<file path="src/rtl/rdo_pkg.sv">
package rdo_pkg;

  typedef enum logic [2:0] {
    ST_IDLE,
    ST_HDR,
    ST_WAIT,
    ST_ERRW,
    ST_TRL
  } rdo_state_e;

  localparam logic [3:0] TAG_HDR = 4'hA;
  localparam logic [3:0] TAG_ERR = 4'hE;
  localparam logic [3:0] TAG_TRL = 4'hC;

  // odd parity bit: total ones over data plus this bit is odd
  function automatic logic odd_par(input logic [7:0] b);
    return ~(^b);
  endfunction

endpackage

</file>
<file path="src/rtl/rdo_pacer.sv">
module rdo_pacer (
  input  logic clk,
  input  logic rst_n,
  output logic tick_o
);

  logic ph_q;
  logic ph_d;

  always_comb ph_d = ~ph_q;

  always_ff @(posedge clk or negedge rst_n) begin
    if (!rst_n) ph_q <= 1'b0;
    else        ph_q <= ph_d;
  end

  assign tick_o = ph_q;

endmodule

</file>
<file path="src/rtl/rdo_byte_framer.sv">
module rdo_byte_framer #(
  parameter int W = 32
) (
  input  logic                          clk,
  input  logic                          rst_n,
  input  logic                          tick_i,
  input  logic                          load_i,
  input  logic [W-1:0]                  word_i,
  output logic                          rdy_o,
  output logic [$clog2(W/8)+8:0]        frame_o,
  output logic                          stb_o
);
  import rdo_pkg::*;

  localparam int BYTES = W / 8;
  localparam int CW    = $clog2(BYTES + 1);
  localparam int IDW   = $clog2(BYTES);
  localparam int FW    = IDW + 9;

  logic [W-1:0]  sh_q,  sh_d;
  logic [CW-1:0] cnt_q, cnt_d;
  logic [FW-1:0] fr_q,  fr_d;
  logic          stb_q, stb_d;
  logic [7:0]    top_byte;

  assign top_byte = sh_q[W-1 -: 8];

  always_comb begin
    sh_d  = sh_q;
    cnt_d = cnt_q;
    fr_d  = fr_q;
    stb_d = 1'b0;
    if (tick_i && cnt_q != '0) begin
      fr_d  = {IDW'(BYTES - int'(cnt_q)), odd_par(top_byte), top_byte};
      sh_d  = sh_q << 8;
      cnt_d = cnt_q - 1'b1;
      stb_d = 1'b1;
    end
    if (tick_i && load_i) begin
      sh_d  = word_i;
      cnt_d = CW'(BYTES);
    end
  end

  always_ff @(posedge clk or negedge rst_n) begin
    if (!rst_n) begin
      sh_q  <= '0;
      cnt_q <= '0;
      fr_q  <= '0;
      stb_q <= 1'b0;
    end else begin
      sh_q  <= sh_d;
      cnt_q <= cnt_d;
      fr_q  <= fr_d;
      stb_q <= stb_d;
    end
  end

  // ready for a new word while idle or while the last byte goes out
  assign rdy_o   = (cnt_q <= CW'(1));
  assign frame_o = fr_q;
  assign stb_o   = stb_q;

endmodule

</file>
<file path="src/rtl/rdo_ring_seq.sv">
module rdo_ring_seq #(
  parameter int N_SRC   = 4,
  parameter int TMO_CYC = 64,
  parameter int W       = 32,
  parameter int EVW     = 16
) (
  input  logic             clk,
  input  logic             rst_n,
  input  logic             tick_i,
  input  logic             start_i,
  input  logic [N_SRC-1:0] src_rdy_i,
  input  logic [N_SRC-1:0] src_err_i,
  input  logic [N_SRC-1:0] src_last_i,
  input  logic [W-1:0]     data_i,
  input  logic             fr_rdy_i,
  output logic             load_o,
  output logic [W-1:0]     word_o,
  output logic [N_SRC-1:0] gd_o,
  output logic [N_SRC-1:0] token_o
);
  import rdo_pkg::*;

  localparam int TOKW    = (N_SRC > 1) ? $clog2(N_SRC) : 1;
  localparam int TMO_TCK = TMO_CYC / 2;
  localparam int TW      = $clog2(TMO_TCK + 1);

  rdo_state_e       st_q,   st_d;
  logic             pend_q, pend_d;
  logic [TOKW-1:0]  tok_q,  tok_d;
  logic [TW-1:0]    tmr_q,  tmr_d;
  logic [N_SRC-1:0] mask_q, mask_d;
  logic [EVW-1:0]   evn_q,  evn_d;
  logic [EVW-1:0]   wcnt_q, wcnt_d;
  logic [N_SRC-1:0] gd_q,   gd_d;
  logic             adv;

  always_comb begin
    st_d   = st_q;
    pend_d = pend_q;
    tok_d  = tok_q;
    tmr_d  = tmr_q;
    mask_d = mask_q;
    evn_d  = evn_q;
    wcnt_d = wcnt_q;
    gd_d   = gd_q;
    load_o = 1'b0;
    word_o = data_i;
    adv    = 1'b0;

    if (st_q == ST_IDLE) pend_d = pend_q | start_i;

    if (tick_i) begin
      gd_d = '0;
      unique case (st_q)
        ST_IDLE: begin
          if (pend_q || start_i) begin
            st_d   = ST_HDR;
            pend_d = 1'b0;
          end
        end
        ST_HDR: begin
          if (fr_rdy_i) begin
            load_o = 1'b1;
            word_o = {TAG_HDR, {(W-4-EVW){1'b0}}, evn_q};
            evn_d  = evn_q + 1'b1;
            tok_d  = '0;
            tmr_d  = '0;
            mask_d = '0;
            wcnt_d = '0;
            st_d   = ST_WAIT;
          end
        end
        ST_WAIT: begin
          if (src_err_i[tok_q] ||
              (!src_rdy_i[tok_q] && tmr_q == TW'(TMO_TCK - 1))) begin
            mask_d[tok_q] = 1'b1;
            adv           = 1'b1;
          end else if (src_rdy_i[tok_q]) begin
            if (fr_rdy_i) begin
              load_o      = 1'b1;
              gd_d[tok_q] = 1'b1;
              wcnt_d      = wcnt_q + 1'b1;
              tmr_d       = '0;
              adv         = src_last_i[tok_q];
            end
          end else begin
            tmr_d = tmr_q + 1'b1;
          end
          if (adv) begin
            tmr_d = '0;
            if (tok_q == TOKW'(N_SRC - 1))
              st_d = (mask_d != '0) ? ST_ERRW : ST_TRL;
            else
              tok_d = tok_q + 1'b1;
          end
        end
        ST_ERRW: begin
          if (fr_rdy_i) begin
            load_o = 1'b1;
            word_o = {TAG_ERR, {(W-4-N_SRC){1'b0}}, mask_q};
            st_d   = ST_TRL;
          end
        end
        ST_TRL: begin
          if (fr_rdy_i) begin
            load_o = 1'b1;
            word_o = {TAG_TRL, {(W-4-EVW){1'b0}}, wcnt_q};
            st_d   = ST_IDLE;
          end
        end
        default: st_d = ST_IDLE;
      endcase
    end
  end

  always_ff @(posedge clk or negedge rst_n) begin
    if (!rst_n) begin
      st_q   <= ST_IDLE;
      pend_q <= 1'b0;
      tok_q  <= '0;
      tmr_q  <= '0;
      mask_q <= '0;
      evn_q  <= '0;
      wcnt_q <= '0;
      gd_q   <= '0;
    end else begin
      st_q   <= st_d;
      pend_q <= pend_d;
      tok_q  <= tok_d;
      tmr_q  <= tmr_d;
      mask_q <= mask_d;
      evn_q  <= evn_d;
      wcnt_q <= wcnt_d;
      gd_q   <= gd_d;
    end
  end

  for (genvar g = 0; g < N_SRC; g++) begin : g_tok
    assign token_o[g] = (st_q == ST_WAIT) && (tok_q == TOKW'(g));
  end

  assign gd_o = gd_q;

endmodule

</file>
<file path="src/rtl/rdo_ring_readout.sv">
module rdo_ring_readout #(
  parameter int N_SRC   = 4,
  parameter int TMO_CYC = 64
) (
  input  logic             clk,
  input  logic             rst_n,
  input  logic             evt_start_i,
  input  logic [N_SRC-1:0] src_rdy_i,
  input  logic [N_SRC-1:0] src_err_i,
  input  logic [N_SRC-1:0] src_last_i,
  input  logic [31:0]      src_data_i,
  output logic [N_SRC-1:0] get_data_o,
  output logic [N_SRC-1:0] token_o,
  output logic [10:0]      frame_o,
  output logic             frame_stb_o
);

  localparam int W = 32;

  logic         tick;
  logic         fr_rdy;
  logic         load;
  logic [W-1:0] word;

  rdo_pacer pacer_i (
    .clk    (clk),
    .rst_n  (rst_n),
    .tick_o (tick)
  );

  rdo_ring_seq #(
    .N_SRC   (N_SRC),
    .TMO_CYC (TMO_CYC),
    .W       (W),
    .EVW     (16)
  ) seq_i (
    .clk        (clk),
    .rst_n      (rst_n),
    .tick_i     (tick),
    .start_i    (evt_start_i),
    .src_rdy_i  (src_rdy_i),
    .src_err_i  (src_err_i),
    .src_last_i (src_last_i),
    .data_i     (src_data_i),
    .fr_rdy_i   (fr_rdy),
    .load_o     (load),
    .word_o     (word),
    .gd_o       (get_data_o),
    .token_o    (token_o)
  );

  rdo_byte_framer #(
    .W (W)
  ) framer_i (
    .clk     (clk),
    .rst_n   (rst_n),
    .tick_i  (tick),
    .load_i  (load),
    .word_i  (word),
    .rdy_o   (fr_rdy),
    .frame_o (frame_o),
    .stb_o   (frame_stb_o)
  );

endmodule

</file>
<file path="config.mk">
export PLATFORM = sky130hd
export DESIGN_NAME = rdo_ring_readout
export DESIGN_NICKNAME = d
export VERILOG_FILES = /design/src/rtl/rdo_pkg.sv /design/src/rtl/rdo_pacer.sv /design/src/rtl/rdo_byte_framer.sv /design/src/rtl/rdo_ring_seq.sv /design/src/rtl/rdo_ring_readout.sv
export SDC_FILE = /design/constraint.sdc
export NUM_CORES = 1
export LEC_CHECK = 0
export ABC_AREA = 1
export BUFFER_PORTS_ARGS = -buffer_cell sky130_fd_sc_hd__buf_2
export CAP_MARGIN = 15
export CORE_MARGIN = 8
export CORE_UTILIZATION = 40
export CTS_CLUSTER_SIZE = 12
export DETAILED_ROUTE_END_ITERATION = 10
export PLACE_DENSITY = 0.59
export SLEW_MARGIN = 20
export SYNTH_ARGS = -nofsm -noshare
export SYNTH_HDL_FRONTEND = slang
export SYNTH_SLANG_ARGS = --single-unit
</file>
<file path="constraint.sdc">
create_clock -name clk -period 2.6 [get_ports clk]
set_input_delay 0.26 -clock clk [delete_from_list [all_inputs] [get_ports clk]]
set_output_delay 0.26 -clock clk [all_outputs]
set_load 0.01 [all_outputs]
</file>
==> results of run 1 <==
==> report_power, final <==
group,internal (uW),switching [uW]
registers,1930,310
logic,822,1680
clock network,855,615
==> synthesized netlist by cell type (4+ instances only) <==
master and number:
a21oi_1 13, buf_2 7, buf_6 5, clkbuf_1 4, dfrtp_1 100, ha_1 10
inv_1 53, inv_2 9, nand2_1 217, nand3_1 68, nand4_1 12, nor2_1 46
nor2_2 4, nor3_1 12, o211ai_1 10, o21ai_0 45, o21ai_1 9, o31ai_1 4
xnor2_1 11, xor2_1 18
==> metal layers <==
metal / GRT usage, % / vias up
li1: - / 2403
met1: 21.65 / 2384
met2: 28.21 / 103
met3: 3.125 / 24
met4: 7.236 / 0
met5: 0 / -
==> state kept, by name (all words and copies together), names as in the netlist, named ones only <==
name / cells
seq_i.mask_q: 4
pacer_i.tick_o: 1
framer_i.frame_o: 11
seq_i.gd_o: 4
seq_i.tok_q: 2
framer_i.cnt_q: 3
seq_i.st_q: 3
seq_i.evn_q: 16
seq_i.tmr_q: 6
framer_i.stb_o: 1
seq_i.wcnt_q: 16
framer_i.sh_q: 32
==> area by class of cell <==
type	count	area [um^2]	share of cell area [%]
Clock buffer	10	229.0	3.616
Inverter	62	232.7	3.675
Timing Repair Buffer	77	417.9	6.599
Sequential cell	100	2502	39.52
Tap cell	180	225.2	3.557
Multi-Input combinational cell	511	2630	41.53
Clock inverter	6	95.09	1.502
==> through the flow <==
| step | worst slack [ns] | instance area, um^2 | cells | util [%] | hold WS, ns |
|---|---|---|---|---|---|
| 2_1_floorplan | 0.7921 | 5494 | 692 | - | -0.03559 |
| 5_1_grt | 0.09007 | 6332 | 946 | 46.34 | 0.1606 |
| 4_1_cts | 0.2857 | 6332 | 946 | 46.34 | 0.1428 |
| 6_report | 0.3052 | 6332 | 946 | 46.34 | 0.1567 |
| 3_5_place_dp | 0.3194 | 5998 | 929 | 43.89 | 0.3132 |
| 3_3_place_gp | 0.4079 | 5998 | 929 | 43.89 | 0.3144 |
==> final timing paths <==
kind                       slack (ns)                   end  depth (start not counted)
hold reg to reg                  0.47  framer_i.frame_o[10]                          2
setup reg to reg                 0.31       seq_i.evn_q[12]                         13
setup / recovery                 0.31       seq_i.evn_q[12]                         13
hold / removal                   0.16     framer_i.sh_q[27]                          3
min in group asynchronous        0.45   framer_i.frame_o[5]                          2
max in group asynchronous        1.42        seq_i.tmr_q[0]                          3
==> kinds of logic (layout without fill, tap and decap cells) <==
group	Yosys count	in the layout	share of synthesized area [%]
compound gates	95	95	9.998
xor+xnor	29	29	4.623
fa+ha+maj	10	10	2.277
buf+inv	81	155	6.581
flops	100	100	45.55
simple gates	377	377	30.97
==> worst max-delay path, stage by stage, from the launching register on <==
cell and delay (ns):
dfrtp_1 0.38, inv_1 0.10, ha_1 0.16, inv_1 0.04, nand2_1 0.05, nand2_1 0.21
nand2_1 0.14, nand2_2 0.13, nor2_4 0.27, inv_2 0.19, nor2_2 0.15, nand2_1 0.11
nor2_1 0.13, xor2_1 0.15
==> reports/qor.txt, run 1 <==
Commonest non-fill, non-tap cells in the layout - 217 x nand2_1, 100 x dfrtp_1, 68 x nand3_1
Number of clock buffers inserted by TritonCTS - 9
Path type of the worst min-delay path - in -> reg
Actual transition at the worst max-transition pin - 0.6195 ns
Critical path fanouts, max - 13
Detail Route Antenna Nets - 0
Detailed-route wire length on metal 1 - 6701 um
Total length of routed met3 wires - 715 um
Reported leakage power - 0.003086 uW
Total Power - 6210 uW
Maximum number of pins on one net before global-route repair - 50
Largest cells by area after synthesis - dfrtp_1 46%, nand2_1 15%, nand3_1 6.2%
Post-Syn Area per Cell - 7.939 um^2
Weighted congestion reported at the end of routability-driven placement - 0.8934
DR top layer - met4
Synth cell types - 38
Number of gates resized after cts - 0
CTS Sinks - 100
Vertical extent of the die - 133.2 um
Post-layout minimum cycle time - 2.295 ns
Worst EP arrival - 2.57 ns
Total of warnings raised by yosys - 0
Sequential share of the synthesized area - 45.55%
Core outline area - 13670 um^2
Max-cap violations - 0
CTS clock-pin slew for the worst setup and hold paths - 0.07 ns
First-pass GRT wire length - 24760 um
Status - complete, no violations
Netlist area before placement - 5494 um^2
Highest clock rate - 435.8 MHz
Std-Cell Rows - 43
Total Die Area - 17740 um^2
Met2 layer wire length in the routed design - 6895 um
Post-detail-place hpwl - 11230 um
Kind of critical path - reg -> reg
Max-slew headroom at the worst pin - 58.70%
Total global routing overflow - 0
Fill cells - 1394
Die Width - 133.2 um
Antenna diode count - 0
Post-route clock skew - 0.005771 ns
Quantity of hold-fixing buffers added after cts - 1
IR drop worst, VDD - 0.0003488 V
Endpoint kind of the worst setup timing path - flip-flop
Most common library cell in the layout ignoring fill and taps - nand2_1
Req. time, crit path - 2.87 ns
R2r startpoint - framer_i.cnt_q[1]
Top cell type's share of synthesized area - 45.55%
Insertion delay to the later sink of the worst-skew pair - 0.35 ns
Combined global-route utilization of all metal layers - 17.13%
Post-synthesis cell type with the largest combined area - dfrtp_1
# H-tree levels - 3
Via density - 5.195
Via count of the first global-routing pass - 5020
Buffer type at the clock tree root - clkbuf_16
Final net count - 818
Gate count after technology mapping - 692
Total count of max-transition violations in the final report - 0
Fin crit share - 88.26%
Initial core utilization - 40.20%
Synth async-reset ratio - 100.0%
PwrDens - 980.7 nW/um^2
Count of endpoints failing setup in the final report - 0
Nature of the critical path startpoint - flip-flop
Hold_sp - src_data_i[27]
Maximum buffer depth of the clock tree - 2
Number of antenna violations at the first check in global routing - 0
Number of hold violations in the final report - 0
Synth Register Bits - 100
Number of iterations in the first detailed-routing pass - 5
Buffers inserted by post-CTS timing repair - 0
Number of flops mapped to enable cells by yosys - 0
Setup tns final - 0 ns
Synthesis-to-layout area growth - 15.26%
Clock tree from TritonCTS - yes
Routed length per placed instance - 15.52 um
Share of cells above drive strength 1 - 15.67%
Start point of the critical path - framer_i.cnt_q[1]
Synthesized net count - 749
Total wire length after detailed routing - 14680 um
Number of top-level pins - 67
Number of buffers inserted by port buffering - 66
Primary FF master, synth - dfrtp_1
Post-detailed-route DRC marker count - 0
RSZ-0062 raised after global routing - no
Routed via count - 4914
First DRT Iteration DRCs - 363
No activity file was read; power rests on OpenSTA's default activity.
==> run 2: changes to the inputs <==
ABC_AREA = default   (was 1)
PLACE_DENSITY = 0.6   (was 0.59)
==> run 2 against run 1 <==
Hold slack worse by 0.039 ns; setup slack worse by 0.15 ns; core utilization is 1.8 points higher; first-iteration DRC count is 28% higher; synthesized cell count is 19% lower; critical path depth is 6 lower; critical path type unchanged; critical endpoint is now seq_i.st_q[0]; largest cell class unchanged; largest power group unchanged; highest routed layer unchanged.
==> reports/qor.txt, run 2 <==
Worst setup timing slack at the placement stage - 0.07464 ns (-0.2447 ns)
Number of cells in the finished layout apart from fillers - 817 (-14%)
Core outline area - 13140 um^2 (-3.9%)
Commonest non-fill, non-tap cells in the layout - 98 x dfrtp_1, 83 x nand2_1, 65 x buf_2
PwrDens - 976.2 nW/um^2 (-0.46%)
Kind of critical path - reg -> reg
Req. time, crit path - 2.85 ns (-0.02 ns)
Gate count after technology mapping - 559 (-19%)
Clock tree from TritonCTS - yes
Top cell type's share of synthesized area - 46.94% (+1.4 points)
Buffer type at the clock tree root - clkbuf_16
Synthesis-to-layout area growth - 18.56%
Most common library cell in the layout ignoring fill and taps - dfrtp_1
RSZ-0062 raised after global routing - no
Final net count - 693 (-15%)
Post-route worst setup slack - 0.1576 ns (-0.1475 ns)
Primary FF master, synth - dfrtp_1
Netlist area before placement - 5331 um^2 (-3.0%)
Max-slew headroom at the worst pin - 61.76% (+3.1 points)
CTS clock-pin slew for the worst setup and hold paths - 0.07 ns (about the same)
Placed cells - 800 (-14%)
Via density - 5.627 (+8.3%)
Number of buffers inserted by port buffering - 66 (unchanged)
Number of iterations in the first detailed-routing pass - 5 (unchanged)
M2 GR Usage - 26.22% (-2.0 points)
Setup tns final - 0 ns (unchanged)
Routed via count - 4597 (-6.5%)
Total Die Area - 17280 um^2 (-2.6%)
Synth Register Bits - 100 (unchanged)
Actual transition at the worst max-transition pin - 0.5736 ns (-0.04586 ns)
Number of flip-flops in the largest register - 32 (unchanged)
Path type of the worst min-delay path - in -> reg
Endpoint kind of the worst setup timing path - flip-flop
Maximum buffer depth of the clock tree - 2 (unchanged)
Routed length per placed instance - 17.39 um (+12%)
Number of hold violations in the final report - 0 (unchanged)
Total global routing overflow - 0 (unchanged)
Share of cells above drive strength 1 - 20.75% (+5.1 points)
Post-Syn Area per Cell - 9.537 um^2 (+20%)
Top cells by instance count after synthesis - 100 x dfrtp_1, 83 x nand2_1, 37 x nand3_1, 31 x o21ai_0
Highest clock rate - 409.4 MHz (-6.0%)
Total of warnings raised by yosys - 0 (unchanged)
Synthesized net count - 616 (-18%)
Fill cells - 1273 (-8.7%)
Global-route track usage on met1 - 22.45% (+0.80 points)
Number of top-level pins - 67 (unchanged)
Combined global-route utilization of all metal layers - 16.92% (-0.21 points)
Antenna diode count - 0 (unchanged)
CTS Sinks - 100 (unchanged)
First-pass GRT wire length - 23870 um (-3.6%)
Instance area after placement - 6017 um^2 (+0.31%)
Post-detailed-route DRC marker count - 0 (unchanged)
Total Power - 6171 uW (-0.63%)
Post-synthesis cell type with the largest combined area - dfrtp_1
Total count of max-transition violations in the final report - 0 (unchanged)
Met3 Use GR - 4.688% (+1.6 points)
Post-layout minimum cycle time - 2.442 ns (+0.1475 ns)
Vertical extent of the die - 131.5 um (-1.3%)
Reported leakage power - 0.002862 uW (-7.2%)
Fin crit share - 93.94% (+5.7 points)
Synth cell types - 59 (+55%)
Top Registers - framer_i.sh_q: 32 flops, seq_i.evn_q: 16 flops, seq_i.wcnt_q: 16 flops
Critical path fanouts, max - 8 (-5)
Dominant cell by count in the synthesized netlist - dfrtp_1
Via count of the first global-routing pass - 4618 (-8.0%)
Die Width - 131.5 um (-1.3%)
Number of flops mapped to enable cells by yosys - 0 (unchanged)
Status - complete, no violations
IR drop worst, VDD - 0.0003522 V (+0.99%)
# H-tree levels - 3 (unchanged)
First DRT Iteration DRCs - 464 (+28%)
Nature of the critical path startpoint - flip-flop
Number of antenna violations at the first check in global routing - 0 (unchanged)
Top Usage Layer GRT - met2
Synth async-reset ratio - 100.0% (unchanged)
Detail Route Antenna Nets - 0 (unchanged)
Initial core utilization - 40.58% (+0.38 points)
Largest cells by area after synthesis - dfrtp_1 47%, nand2_1 5.8%, nand3_1 3.5%
Final instance area - 6321 um^2 (-0.18%)
Insertion delay to the later sink of the worst-skew pair - 0.36 ns (about the same)
Post-detail-place hpwl - 10310 um (-8.2%)
Register containing the most flip-flops in the final layout - framer_i.sh_q
Max-cap violations - 0 (unchanged)
Count of endpoints failing setup in the final report - 0 (unchanged)
Buffers inserted by post-CTS timing repair - 0 (unchanged)
Weighted congestion reported at the end of routability-driven placement - 0.8573 (-4.0%)
Std-Cell Rows - 42 (-2.3%)
Total wire length after detailed routing - 14210 um (-3.2%)
Maximum number of pins on one net before global-route repair - 69 (+38%)
Worst EP arrival - 2.69 ns (+0.12 ns)
Post-route clock skew - 0.009602 ns (+0.003831 ns)
Sequential share of the synthesized area - 46.94% (+1.4 points)
Number of clock buffers inserted by TritonCTS - 9 (unchanged)
[run 2: cell count changes after synthesis, sizes merged, moves of 18 or more]
cell	change
o21ai	-23
inv	-45
nor2	-30
mux2i	+18
a31oi	+22
nand3	-34
nand2	-140
[run 2: path summary, 6_finish.rpt]
kind | from | to | slack [ns] | cells past startpoint
hold reg to reg | framer_i.frame_o[1] | framer_i.frame_o[1] | 0.47 | 2
setup / recovery | seq_i.tok_q[0] | seq_i.st_q[0] | 0.16 | 7
min in group asynchronous | rst_n | seq_i.tmr_q[5] | 0.40 | 2
hold / removal | src_data_i[24] | framer_i.sh_q[24] | 0.12 | 3
setup reg to reg | seq_i.tok_q[0] | seq_i.st_q[0] | 0.16 | 7
max in group asynchronous | rst_n | framer_i.sh_q[2] | 1.48 | 3
[run 2: cell type report]
cell class,instances,area [um^2],share of cell area [%]
clock buffers,10,239.0,3.781
clock inverters,6,46.29,0.7324
inverters,18,67.56,1.069
multi-input cells,409,2630,41.61
flip-flops and latches,100,2505,39.63
well taps,176,220.2,3.484
repair buffers,98,613.1,9.699
[run 2: worst max-delay path, stage by stage (launching register included)]
cell and delay (ns):
dfrtp_2 0.48, inv_1 0.11, ha_1 0.26, or4_1 0.57
and2_1 0.19, a311oi_2 0.29, a211oi_1 0.13, mux2_2 0.28
[run 2: stage by stage]
step	hold slack [ns]	util [%]
after detailed placement	0.2443	45.80
after global placement	0.2391	45.80
after CTS	0.1097	48.05
final	0.1176	48.11
after global routing	0.1378	48.11
after floorplan	-0.03559	-
[run 2: cell families after synthesis]
| group | after synthesis | share of synthesized area (%) |
|---|---|---|
| adders and majority gates | 10 | 2.347 |
| DFF | 100 | 46.94 |
| buffers and inverters | 50 | 4.130 |
| AOI/OAI and AO/OA | 137 | 17.20 |
| and+or+nand+nor | 211 | 19.57 |
| xor gates and xnor gates | 25 | 4.107 |
| muxes | 26 | 5.703 |
[run 2: timing repair]
| item | 4_1_cts | 5_1_grt |
|---|---|---|
| hold buffers | 1 | 0 |
| endpoints found under the hold margin | 32 | 0 |
| setup endpoints to repair | 0 | 15 |
| resized for setup | 0 | 3 |
[run 2: layer usage]
metal / wire length (um) / part of all wire (%) / vias to the layer above
met2: 6585 / 46 / 128
met5: 0 / 0 / -
met1: 6652 / 47 / 2263
met3: 739 / 5.2 / 16
li1: - / - / 2190
met4: 232 / 1.6 / 0
[run 2: where the power goes]
| part | leakage, uW | internal [uW] | switching, uW |
|---|---|---|---|
| clock network | 0.000135 | 682 | 627 |
| registers | 0.00133 | 1930 | 343 |
| logic | 0.00140 | 1090 | 1500 |
